File: config.mk
export PLATFORM = sky130hd
export DESIGN_NAME = vrs_top
export DESIGN_NICKNAME = d
export VERILOG_FILES = /design/src/rtl/vrs_pkg.sv /design/src/rtl/vrs_vid_map.sv /design/src/rtl/vrs_interval.sv /design/src/rtl/vrs_slew.sv /design/src/rtl/vrs_top.sv
export SDC_FILE = /design/constraint.sdc
export NUM_CORES = 1
export LEC_CHECK = 0
export CAP_MARGIN = 25
export CORE_ASPECT_RATIO = 1.1
export CORE_MARGIN = 2
export CORE_UTILIZATION = 58
export CTS_BUF_LIST = sky130_fd_sc_hd__clkbuf_16
export CTS_CLUSTER_SIZE = 28
export DETAILED_ROUTE_END_ITERATION = 8
export GPL_ROUTABILITY_DRIVEN = 0
export PLACE_DENSITY_LB_ADDON = 0.25
export REMOVE_ABC_BUFFERS = 1
export SLEW_MARGIN = 5
export SYNTH_ARGS = -nofsm -noshare
export SYNTH_HDL_FRONTEND = slang
export SYNTH_SLANG_ARGS = --single-unit
export TNS_END_PERCENT = 20
File: constraint.sdc
create_clock -name clk_i -period 13.4 [get_ports clk_i]
set_input_delay 4.02 -clock clk_i [delete_from_list [all_inputs] [get_ports clk_i]]
set_output_delay 4.02 -clock clk_i [all_outputs]
set_load 0.005 [all_outputs]
File: src/rtl/vrs_pkg.sv
package vrs_pkg;
  typedef enum logic [2:0] {
    ST_IDLE, ST_DELAY, ST_BOOT, ST_HOLD, ST_SLEW, ST_RUN, ST_SHUT, ST_FAULT
  } vrs_state_e;
endpackage

File: src/rtl/vrs_vid_map.sv
module vrs_vid_map #(
  parameter int VID_W      = 8,
  parameter int CODE_W     = 9,
  parameter int OFF_CODES  = 2,
  parameter int MAX_CODE   = 256,
  parameter int OVP_MARGIN = 28
) (
  input  logic [VID_W-1:0]  vid_i,
  output logic              off_o,
  output logic [CODE_W-1:0] tgt_o,
  output logic [CODE_W-1:0] ovp_o
);
  localparam int TOP = MAX_CODE + OFF_CODES;

  assign off_o = vid_i < VID_W'(OFF_CODES);
  assign tgt_o = off_o ? '0 : CODE_W'(TOP) - CODE_W'(vid_i);
  assign ovp_o = tgt_o + CODE_W'(OVP_MARGIN);
endmodule

File: src/rtl/vrs_interval.sv
module vrs_interval #(
  parameter int CNT_W = 8
) (
  input  logic             clk_i,
  input  logic             rst_ni,
  input  logic             run_i,
  input  logic [CNT_W-1:0] last_i,
  output logic             done_o
);
  logic [CNT_W-1:0] cnt_q;

  always_ff @(posedge clk_i or negedge rst_ni)
    if (!rst_ni)     cnt_q <= '0;
    else if (run_i)  cnt_q <= cnt_q + 1'b1;
    else             cnt_q <= '0;

  assign done_o = run_i && (cnt_q == last_i);

  AST_TMR_BOUND: assert property (@(posedge clk_i) disable iff (!rst_ni)
    run_i |-> cnt_q <= last_i);
endmodule

File: src/rtl/vrs_slew.sv
module vrs_slew #(
  parameter int CODE_W   = 9,
  parameter int STEP_CYC = 3
) (
  input  logic              clk_i,
  input  logic              rst_ni,
  input  logic              clr_i,
  input  logic              run_i,
  input  logic [CODE_W-1:0] goal_i,
  output logic [CODE_W-1:0] ref_o
);
  localparam int STEP_W = (STEP_CYC > 1) ? $clog2(STEP_CYC) : 1;

  logic [STEP_W-1:0] step_q;
  logic [CODE_W-1:0] ref_q;
  logic              tick;

  assign tick = run_i && (step_q == STEP_W'(STEP_CYC - 1));

  always_ff @(posedge clk_i or negedge rst_ni)
    if (!rst_ni) begin
      step_q <= '0;
      ref_q  <= '0;
    end else if (clr_i) begin
      step_q <= '0;
      ref_q  <= '0;
    end else if (!run_i) begin
      step_q <= '0;
    end else if (tick) begin
      step_q <= '0;
      if (ref_q < goal_i)      ref_q <= ref_q + 1'b1;
      else if (ref_q > goal_i) ref_q <= ref_q - 1'b1;
    end else begin
      step_q <= step_q + 1'b1;
    end

  assign ref_o = ref_q;

  AST_ONE_LSB: assert property (@(posedge clk_i) disable iff (!rst_ni)
    !clr_i |=> (ref_q == $past(ref_q)) || (ref_q == $past(ref_q) + 1'b1)
               || (ref_q == $past(ref_q) - 1'b1));
  AST_STILL_IDLE: assert property (@(posedge clk_i) disable iff (!rst_ni)
    !clr_i && !run_i |=> $stable(ref_q));
endmodule

File: src/rtl/vrs_top.sv
module vrs_top
  import vrs_pkg::*;
#(
  parameter int VID_W      = 8,
  parameter int CODE_W     = 9,
  parameter int DELAY_CYC  = 40,
  parameter int HOLD_CYC   = 20,
  parameter int STEP_CYC   = 3,
  parameter int BOOT_CODE  = 173,
  parameter int OVP_MARGIN = 28
) (
  input  logic              clk_i,
  input  logic              rst_ni,
  input  logic              en_i,
  input  logic              pwr_ok_i,
  input  logic [VID_W-1:0]  vid_i,
  input  logic              ov_i,
  input  logic              uv_i,
  output logic [CODE_W-1:0] ref_o,
  output logic [CODE_W-1:0] ovp_ref_o,
  output logic              ss_done_o,
  output logic              fault_o,
  output logic              drv_en_o
);
  localparam int TMR_MAX = (DELAY_CYC > HOLD_CYC) ? DELAY_CYC : HOLD_CYC;
  localparam int TMR_W   = $clog2(TMR_MAX + 1);

  vrs_state_e        st_q, st_d;
  logic              tgt_off, tmr_done, trip, slew_run, slew_clr, tmr_run;
  logic [CODE_W-1:0] tgt, goal;
  logic [TMR_W-1:0]  tmr_last;

  vrs_vid_map #(
    .VID_W(VID_W), .CODE_W(CODE_W), .OFF_CODES(2), .MAX_CODE(256),
    .OVP_MARGIN(OVP_MARGIN)
  ) u_map (
    .vid_i(vid_i), .off_o(tgt_off), .tgt_o(tgt), .ovp_o(ovp_ref_o)
  );

  assign tmr_run  = (st_q == ST_DELAY) || (st_q == ST_HOLD);
  assign tmr_last = (st_q == ST_DELAY) ? TMR_W'(DELAY_CYC - 1) : TMR_W'(HOLD_CYC - 1);

  vrs_interval #(.CNT_W(TMR_W)) u_tmr (
    .clk_i(clk_i), .rst_ni(rst_ni), .run_i(tmr_run), .last_i(tmr_last),
    .done_o(tmr_done)
  );

  // OV window opens when the boot rest ends; UV only once regulating
  assign trip = (ov_i && (st_q inside {ST_SLEW, ST_RUN, ST_SHUT}))
             || (uv_i && (st_q == ST_RUN));

  always_comb begin
    st_d = st_q;
    if (!pwr_ok_i || !en_i) st_d = ST_IDLE;
    else if (trip)          st_d = ST_FAULT;
    else begin
      unique case (st_q)
        ST_IDLE:  st_d = ST_DELAY;
        ST_DELAY: if (tmr_done) st_d = ST_BOOT;
        ST_BOOT:  if (ref_o == CODE_W'(BOOT_CODE)) st_d = ST_HOLD;
        ST_HOLD:  if (tmr_done) st_d = tgt_off ? ST_SHUT : ST_SLEW;
        ST_SLEW:  if (ref_o == tgt) st_d = ST_RUN;
        default:  st_d = st_q;
      endcase
    end
  end

  always_ff @(posedge clk_i or negedge rst_ni)
    if (!rst_ni) st_q <= ST_IDLE;
    else         st_q <= st_d;

  assign slew_run = st_q inside {ST_BOOT, ST_SLEW, ST_RUN, ST_SHUT};
  assign slew_clr = (st_d == ST_IDLE) || (st_d == ST_FAULT);
  assign goal     = (st_q == ST_BOOT) ? CODE_W'(BOOT_CODE) :
                    (st_q == ST_SHUT) ? '0 : tgt;

  vrs_slew #(.CODE_W(CODE_W), .STEP_CYC(STEP_CYC)) u_slew (
    .clk_i(clk_i), .rst_ni(rst_ni), .clr_i(slew_clr), .run_i(slew_run),
    .goal_i(goal), .ref_o(ref_o)
  );

  assign ss_done_o = (st_q == ST_RUN);
  assign fault_o   = (st_q == ST_FAULT);
  assign drv_en_o  = st_q inside {ST_BOOT, ST_HOLD, ST_SLEW, ST_RUN};

  AST_FAULT_STICKY: assert property (@(posedge clk_i) disable iff (!rst_ni)
    fault_o && en_i && pwr_ok_i |=> fault_o);
  AST_NO_EARLY_OV: assert property (@(posedge clk_i) disable iff (!rst_ni)
    (st_q inside {ST_DELAY, ST_BOOT, ST_HOLD}) |=> !fault_o);
  AST_DONE_AT_TGT: assert property (@(posedge clk_i) disable iff (!rst_ni)
    $rose(ss_done_o) |-> ref_o == $past(tgt));
  AST_PWR_IDLE: assert property (@(posedge clk_i) disable iff (!rst_ni)
    !pwr_ok_i |=> !fault_o && !drv_en_o && (ref_o == '0));
  AST_FAULT_DROPS_DRV: assert property (@(posedge clk_i) disable iff (!rst_ni)
    $rose(fault_o) |-> ref_o == '0);
endmodule

## Yosys cells after proc, flatten, opt, wreduce, memory -nomap -nowiden

Index checks and enable logic that the tools add are counted.

| word-level totals | value |
|---|---|
| register bits after elaboration | 20 |
| bits of input ports | 14 |
| output and inout port bits | 21 |
| word-level logic and storage cells | 65 |

| cells by class | value |
|---|---|
| $add $sub $neg | 6 |
| magnitude comparators | 3 |
| equality and inequality tests | 12 |
| mux-type cells | 21 |
| reduce and logical (&&, ||, !) cells | 19 |

Operators with widths:

| operator | number |
|---|---|
| 2-to-1 mux 9 bit | 8 |
| 2-to-1 mux 3 bit | 6 |
| == test 3 bit (second input constant) | 5 |
| one-hot mux 3 bit (5 select lines) | 1 |
| 2-to-1 mux 6 bit | 2 |
| adder 9 x 1 -> 9 bit (second input constant) | 1 |
| adder 9 x 5 -> 9 bit (second input constant) | 1 |
| == test 9 x 8 -> 1 bit (second input constant) | 1 |
| == test 9 bit | 1 |
| > comparator 9 bit | 1 |
| less-than comparator 9 bit | 1 |
| subtractor 9 x 1 -> 9 bit (second input constant) | 1 |
| subtractor 9 x 8 -> 9 bit (first input constant) | 1 |
| less-than comparator 8 x 2 -> 1 bit (second input constant) | 1 |
| 2-to-1 mux 2 bit | 4 |
| nonzero test 4 bit | 2 |
| adder 6 x 1 -> 6 bit (second input constant) | 1 |
| == test 3 x 2 -> 1 bit (second input constant) | 2 |
| == test 6 bit | 1 |
| zero test 3 bit | 2 |
| nonzero test 3 bit | 2 |
| logical AND 1 bit | 4 |
| logical OR 1 bit | 4 |
| nonzero test 2 bit | 2 |
| 5 further kinds | 6 |

## Logic depth before layout (Yosys ltp)

Gate-level depths: netlist (run 1).

| logic depth | value |
|---|---|
| word-level depth | 12 |
| gate-level depth with buffers | 19 |
| depth with buffers taken out | 18 |

## Hierarchy

From an unflattened synthesis (run 1), not the netlist that was laid out.

| unflattened totals | value |
|---|---|
| cells, all modules | 250 |
| area total of the unflattened synthesis | 2155.8 µm² |

Modules (own cells, without submodules):

| module | times used | cells an instance | area an instance (µm²) | seq. area each (µm²) |
|---|---|---|---|---|
| vrs_slew | 1 | 112 | 1021.0 | 275.3 |
| vrs_top | 1 | 64 | 470.5 | 75.1 |
| vrs_vid_map | 1 | 44 | 337.8 | 0.0 |
| vrs_interval | 1 | 30 | 326.6 | 150.1 |

## Least setup slack after synthesis (run 1)

Ideal clock, no wire load.

| path | value |
|---|---|
| path type | input to output |
| start point | in vid_i[4] |
| end point | out ovp_ref_o[8] |
| data arrival time | 5797 ps |
| required time | 9380 ps |
| path slack | 3583 ps |
| cell stages on the path | 11 |
| path buffers | 1 |
| cell sequence | or4_1 -> buf_2 -> nor2_2 -> nor2b_2 -> inv_2 -> ha_1 -> inv_1 -> o21ai_0 -> a21oi_1 -> nor2_1 -> nor2_1 |

| between the ends | value |
|---|---|
| word-level cells in the longest chain between the ends | 3 |
| elaborated cells on any way between the ends | 4 |
| those cells by class | add/sub: 2; order compare: 1; mux: 1 |

RTL lines:

| what | RTL line | text |
|---|---|---|
| start: declaration | vrs_top.sv:16 | `input logic [VID_W-1:0] vid_i,` |
| subtractor 9 x 8 -> 9 bit or less-than comparator 8 x 2 -> 1 bit (tied branches) | vrs_vid_map.sv:16, vrs_vid_map.sv:15 |  |
| 2-to-1 mux 9 bit * | vrs_vid_map.sv:16 | `assign tgt_o = off_o ? '0 : CODE_W'(TOP) - CODE_W'(vid_i);` |
| adder 9 x 5 -> 9 bit * | vrs_vid_map.sv:17 | `assign ovp_o = tgt_o + CODE_W'(OVP_MARGIN);` |
| end: declaration | vrs_top.sv:20 | `output logic [CODE_W-1:0] ovp_ref_o,` |

Mark *: on every way between the ends. The rest lies on a longest branch, timed or not.

## Worst setup path after layout (run 1)

| path | value |
|---|---|
| start point | in vid_i[2] |
| end point | out ovp_ref_o[8] |

The elaborated chain is that of the path after synthesis.

==> flow_metrics.tcl, run 1 <==
set metrics [dict create \
    globalRoute.totalOverflow 0 \
    hold_depth 1 \
    hp-class "reg2reg" \
    place_area_um2 2470 \
    slew_violations 0 \
    synth_warnings 0 \
    drt-initial-drc-count 131 \
    rr_startpoint "st_q[1]$_DFF_PN0_" \
    holdWs_ns 0.447 \
    design.core.area_um2 3570 \
    holdBufCountCts 0 \
    drc 0 \
    p_int_uw 140 \
    synthAdderAreaFrac_pct 12.2 \
    finalHoldViolations 0 \
    synthSimpleGateAreaFrac_pct 23.5 \
    ctsResizeCount 0 \
    vias 1950 \
    dp_hpwl_um 3780 \
    tightest_slew_ns 0.685 \
    min_period_ns 11.04 \
    start_util_pct 59.4 \
    die_w_um 61.6 \
    rsz0062_at_grt "false" \
    maxCapViolations 0 \
    syn_inst 249 \
    cts_tree "built" \
    criticalPathCategory "in2out" \
    ys_ff_latch 20 \
    fin_area_um2 2590 \
    htree_levels 1 \
    synth_edf_count 0 \
    ant_nets 0 \
    ys_async_sr_fraction_pct 100 \
    drive_gt1_share_pct 9.71 \
    switching_share_pct 22.5 \
    rr_worst_depth 14 \
    syn_area_um2 2120 \
    avgSynthCellArea_um2 8.51 \
    synth_top_family_by_area "simple AND/OR/NAND/NOR gates" \
    crit_path_max_fanout 10 \
    drtPass1Iterations 4 \
    crit_path_max_incr_delay_ns 0.70 \
    postCtsSetupRepairBufs 0 \
    synth_compound_area_share_pct 19.8 \
    r2r_end "u_slew.ref_o[8]$_DFFE_PN0P_" \
    grt_pass1_vias 1790 \
    ys_seq_area_share_pct 23.6 \
    synth_top_cell_by_area "dfrtp_1" \
    crit_required_ns 9.38 \
    critPathCaptureType "output pin" \
    start_kind "input pin" \
    cts.reportedPaths.clkPinSlew_ns 0.06 \
    grt_first_pass_wirelength_um 8220 \
    die_area_um2 4150 \
    clock-root-buffer "clkbuf_16" \
    antenna_found_initial 0 \
    r2r_slack_ns 8.88 \
    clock_sinks 20 \
    hold_end "u_slew.step_q[0]$_DFF_PN0_" \
    final_cell_mix "34 x clkdlybuf4s50_1, 30 x nor2_1, 20 x dfrtp_1" \
    die_y_um 67.4 \
    finalSetupViolCount 0 \
    critPathSlowestCell "or4_1" \
    irDropWorstVdd_v 0.0000727 \
    syn_to_final_growth_pct 22.4 \
    p_leak_nw 1.05 \
    io_pins 35 \
    clock_power_share_pct 44.9 \
    synth_xor_area_share_pct 11.6 \
    antenna_cells 0 \
    fin_nets 313 \
    cts_made_buffers 3 \
    rows 23 \
    synth_ff_type "dfrtp_1" \
    timing.setup.tns_ns 0 \
    switching_power_uw 40.5 \
    grt_max_degree 21 \
    critPathArrivalTime_ns 7.02 \
    slew_headroom_pct 53.9 \
    yosysTopAreaCellShare_pct 23.6 \
    fin_crit_sh_pct 82.4 \
    power.density_nw_per_um2 69.4 \
    wl_um 4960 \
    combPwrFrac_pct 20.9 \
    cts-root-to-sink-buffers 2 \
    fmax_ghz 0.0906 \
    skew_ns 0.00345 \
    status "complete, no violations" \
    seqPwrFrac_pct 34.1 \
    drt-vias-per-instance 5.95 \
    wire_per_inst_um 15.1 \
    muxShareOfSynthArea_pct 3.84 \
    path_cells "clkdlybuf4s50_1, or4_1, nor2_2, nor2b_2, inv_2, ha_1, inv_1, o21ai_0, a21oi_1, nor2_1, nor2_1, clkdlybuf4s50_1" \
    ys_types 59 \
    hp-start "u_slew.step_q[0]$_DFF_PN0_" \
    worst_skew_pair.late_latency_ns 0.25 \
    io_buffers 34 \
    ys_top_cells_by_area "dfrtp_1 24%, ha_1 11%, xnor2_1 5.8%" \
    layout_commonest_cell "clkdlybuf4s50_1" \
    gr-usage-all-layers_pct 26.3 \
]
cell type report:
type / instances / area [µm²]
multi-input cells: 201 / 1500
fillers: 301 / 975
flip-flops and latches: 20 / 500
repair buffers: 35 / 355
clock buffers: 3 / 75.1
inverters: 18 / 67.6
well taps: 50 / 62.6
clock inverters: 1 / 30.0
critical path, delay by kind of cell:
kind                     cells  cell delay, ns
AO/OA/AOI/OAI                2            0.44
adder cells (fa/ha/maj)      1            0.13
buffers and inverters        4            1.10
AND/OR/NAND/NOR              5            1.33
cells in the mapped netlist, types with 7 or more instances:
library cell and instances:
nor2_2 8, nor3_1 12, dfrtp_1 20, xor2_1 7, inv_1 17, a21oi_1 9, nand2_1 10, mux2i_1 7
clkbuf_1 7, ha_1 19, nor2_1 30, xnor2_1 14, o21ai_0 9, nand3_1 7
layer usage:
layer / global-route usage [%] / part of all wire (%) / wire (µm)
met1: 32.9 / 42 / 2080
met2: 44.6 / 50 / 2500
met3: 2.68 / 4.3 / 213
met4: 12.5 / 3.3 / 162
met5: 0 / 0 / 0
stage by stage:
step           power [mW]  instances  util [%]  setup WS [ns]
3_3_place_gp       0.0996        323      69.3           2.49
3_5_place_dp       0.0999        323      69.3           2.37
5_1_grt             0.189        328      72.7           2.12
6_report            0.180        328      72.7           2.36
4_1_cts             0.181        327      72.3           2.36
2_1_floorplan      0.0814        239         -           3.54
worst max-delay path by stage:
stage	from	endpoint	slack (ns)	cells after the start
after global placement	vid_i[2]	ovp_ref_o[8]	2.49	12
after floorplan	vid_i[4]	ovp_ref_o[8]	3.54	10
final	vid_i[2]	ovp_ref_o[8]	2.36	12
after CTS	vid_i[2]	ovp_ref_o[8]	2.36	12
after global routing	vid_i[2]	ovp_ref_o[8]	2.12	12
after detailed placement	vid_i[2]	ovp_ref_o[8]	2.37	12
sequential cells by signal, indices dropped and copies added (netlist names):
name and flops:
st_q 3, u_slew.ref_o 9, u_slew.step_q 2, u_tmr.cnt_q 6
logic make-up (layout without fill, tap and decap cells):
| group | Yosys count | in the layout |
|---|---|---|
| xor gates and xnor gates | 24 | 24 |
| AOI/OAI and AO/OA | 55 | 55 |
| DFF | 20 | 20 |
| adders and majority gates | 20 | 20 |
| buffers and inverters | 28 | 57 |
| and+or+nand+nor | 94 | 94 |
| muxes | 8 | 8 |
power by group through the flow:
stage                     Clock [mW]  Combinational, mW  Sequential (mW)
after floorplan                    0             0.0190           0.0624
after global placement             0             0.0370           0.0626
after detailed placement           0             0.0373           0.0626
after CTS                     0.0823             0.0375           0.0615
after global routing          0.0851             0.0418           0.0616
final                         0.0809             0.0377           0.0615
(Power assumes the default switching activity.)
==> run 2, diff against run 1 <==
--- a/config.mk
+++ b/config.mk
@@ -8,7 +8,7 @@
 export CAP_MARGIN = 25
 export CORE_ASPECT_RATIO = 1.1
 export CORE_MARGIN = 2
-export CORE_UTILIZATION = 58
+export CORE_UTILIZATION = 49
 export CTS_BUF_LIST = sky130_fd_sc_hd__clkbuf_16
 export CTS_CLUSTER_SIZE = 28
 export DETAILED_ROUTE_END_ITERATION = 8
==> constraint.sdc (replaced) <==
create_clock -name clk_i -period 9.4 [get_ports clk_i]
set_input_delay 2.82 -clock clk_i [delete_from_list [all_inputs] [get_ports clk_i]]
set_output_delay 2.82 -clock clk_i [all_outputs]
set_load 0.005 [all_outputs]
==> run 2 against run 1 <==
Net effect:
- highest routed layer unchanged
- non-clock buffer count decreased by 1
- sequential share of layout area up 0.075 points
- sequential power up 43%
- wire length is 1.0% lower
- combinational power grew 41%
- clock skew shrank 0.0029 ns
- first-iteration DRC count is 38% lower
- cell count is 0.91% higher
==> flow_metrics.tcl, run 2 (synthesized netlist as in run 1, its figures left out) <==
set metrics [dict create \
    fin_nets 312 \
    critPathSlowestCell "or4_1" \
    slew_headroom_pct 38.6 \
    start_kind "input pin" \
    antenna_found_initial 0 \
    drive_gt1_share_pct 9.39 \
    cts_made_buffers 3 \
    postCtsSetupRepairBufs 0 \
    cts_tree "built" \
    status "complete, no violations" \
    die_area_um2 4870 \
    fin_crit_sh_pct 92.2 \
    rows 25 \
    holdWs_ns 0.453 \
    crit_path_max_fanout 10 \
    critPathArrivalTime_ns 5.85 \
    drt-vias-per-instance 5.79 \
    holdBufCountCts 0 \
    wire_per_inst_um 14.8 \
    fin_area_um2 2580 \
    timing.setup.tns_ns 0 \
    start_util_pct 50.2 \
    grt_pass1_vias 1769 \
    post-place-ws_ns 0.740 \
    vias 1916 \
    clock_sinks 20 \
    instances_no_fill 331 \
    wl_um 4910 \
    dp_hpwl_um 3820 \
    finalHoldViolations 0 \
    p_leak_nw 1.05 \
    antenna_cells 0 \
    maxCapViolations 0 \
    fin_util_pct 61.2 \
    finalPower_uw 258 \
    grt_first_pass_wirelength_um 8040 \
    worst_skew_pair.late_latency_ns 0.25 \
    dp.cells 327 \
    layout_commonest_cell "clkdlybuf4s50_1" \
    largest_register_ffs 9 \
    globalRoute.totalOverflow 0 \
    crit_required_ns 6.58 \
    hold_depth 1 \
    io_pins 35 \
    skew_ns 0.000558 \
    die_w_um 66.7 \
    min_period_ns 8.67 \
    power.density_nw_per_um2 100 \
    rr_worst_depth 14 \
    critPathCaptureType "output pin" \
    htree_levels 1 \
    grt_max_degree 21 \
    fin_ws_ns 0.734 \
    slew_violations 0 \
    path_cells "clkdlybuf4s50_1, or4_1, nor2_2, nor2b_2, inv_2, ha_1, inv_1, o21ai_0, a21oi_1, nor2_1, nor2_1, clkdlybuf4s50_1" \
    criticalPathCategory "in2out" \
    final_cell_mix "34 x clkdlybuf4s50_1, 30 x nor2_1, 20 x dfrtp_1" \
    rsz0062_at_grt "false" \
    hp-class "reg2reg" \
    design.core.area_um2 4220 \
    ctsResizeCount 0 \
    gr-usage-all-layers_pct 21.1 \
    clock-root-buffer "clkbuf_16" \
    ant_nets 0 \
    cts.reportedPaths.clkPinSlew_ns 0.06 \
    io_buffers 34 \
    drtPass1Iterations 4 \
    crit_path_max_incr_delay_ns 0.71 \
    finalSetupViolCount 0 \
    tightest_slew_ns 0.918 \
    drt-initial-drc-count 81 \
    syn_to_final_growth_pct 22.0 \
    drc 0 \
    fmax_ghz 0.115 \
    cts-root-to-sink-buffers 2 \
    die_y_um 73.0 \
    irDropWorstVdd_v 0.0000667 \
    place_area_um2 2480 \
]
[run 2: changes by cell type in the layout (fill, tap and decap cells not counted), sizes merged]
cell,previous run,this run
buf,1,0
[run 2: where the power goes]
part | internal, mW | switching (mW) | total [mW]
clock | 0.0845 | 0.0330 | 0.117
combinational | 0.0274 | 0.0258 | 0.0532
sequential | 0.0867 | 0.000933 | 0.0877
[run 2: worst max-delay path, delay by kind of cell]
family / cells / cell delay [ns]
buffers and inverters: 4 / 1.08
AO/OA/AOI/OAI: 2 / 0.50
adder cells (fa/ha/maj): 1 / 0.13
AND/OR/NAND/NOR: 5 / 1.33
[run 2: layer usage]
| metal | vias to the layer above | part of all wire, % | track usage [%] |
|---|---|---|---|
| li1 | 953 | - | - |
| met1 | 909 | 45 | 27.7 |
| met2 | 46 | 51 | 37.0 |
| met3 | 8 | 2.4 | 1.23 |
| met4 | 0 | 1.5 | 6.58 |
| met5 | - | 0 | 0 |
[run 2: path summary, 6_finish.rpt]
| check | end | slack, ns | startpoint |
|---|---|---|---|
| min in group asynchronous | st_q[2]$_DFF_PN0_ | 3.08 | rst_ni |
| max in group asynchronous | u_slew.ref_o[0]$_DFFE_PN0P_ | 5.76 | rst_ni |
| worst min-delay path | u_slew.step_q[0]$_DFF_PN0_ | 0.45 | u_slew.step_q[0]$_DFF_PN0_ |
| worst max-delay path | ovp_ref_o[8] | 0.73 | vid_i[2] |
| worst max register to register | u_slew.ref_o[8]$_DFFE_PN0P_ | 4.92 | st_q[1]$_DFF_PN0_ |
| worst min register to register | u_slew.step_q[0]$_DFF_PN0_ | 0.45 | u_slew.step_q[0]$_DFF_PN0_ |
[run 2: area by class of cell]
class,count,area [µm²]
Inverter,18,67.6
Clock buffer,3,75.1
Multi-Input combinational cell,201,1500
Tap cell,54,67.6
Clock inverter,1,30.0
Sequential cell,20,500
Fill cell,408,1640
Timing Repair Buffer,34,340
==> run 3, diff against run 2 <==
--- a/config.mk
+++ b/config.mk
@@ -15,6 +15,7 @@
 export GPL_ROUTABILITY_DRIVEN = 0
 export PLACE_DENSITY_LB_ADDON = 0.25
 export REMOVE_ABC_BUFFERS = 1
+export SKIP_LAST_GASP = 1
 export SLEW_MARGIN = 5
 export SYNTH_ARGS = -nofsm -noshare
 export SYNTH_HDL_FRONTEND = slang
==> results of run 3 <==
No change in the layout: final DEF, timing and power equal those of run 2.
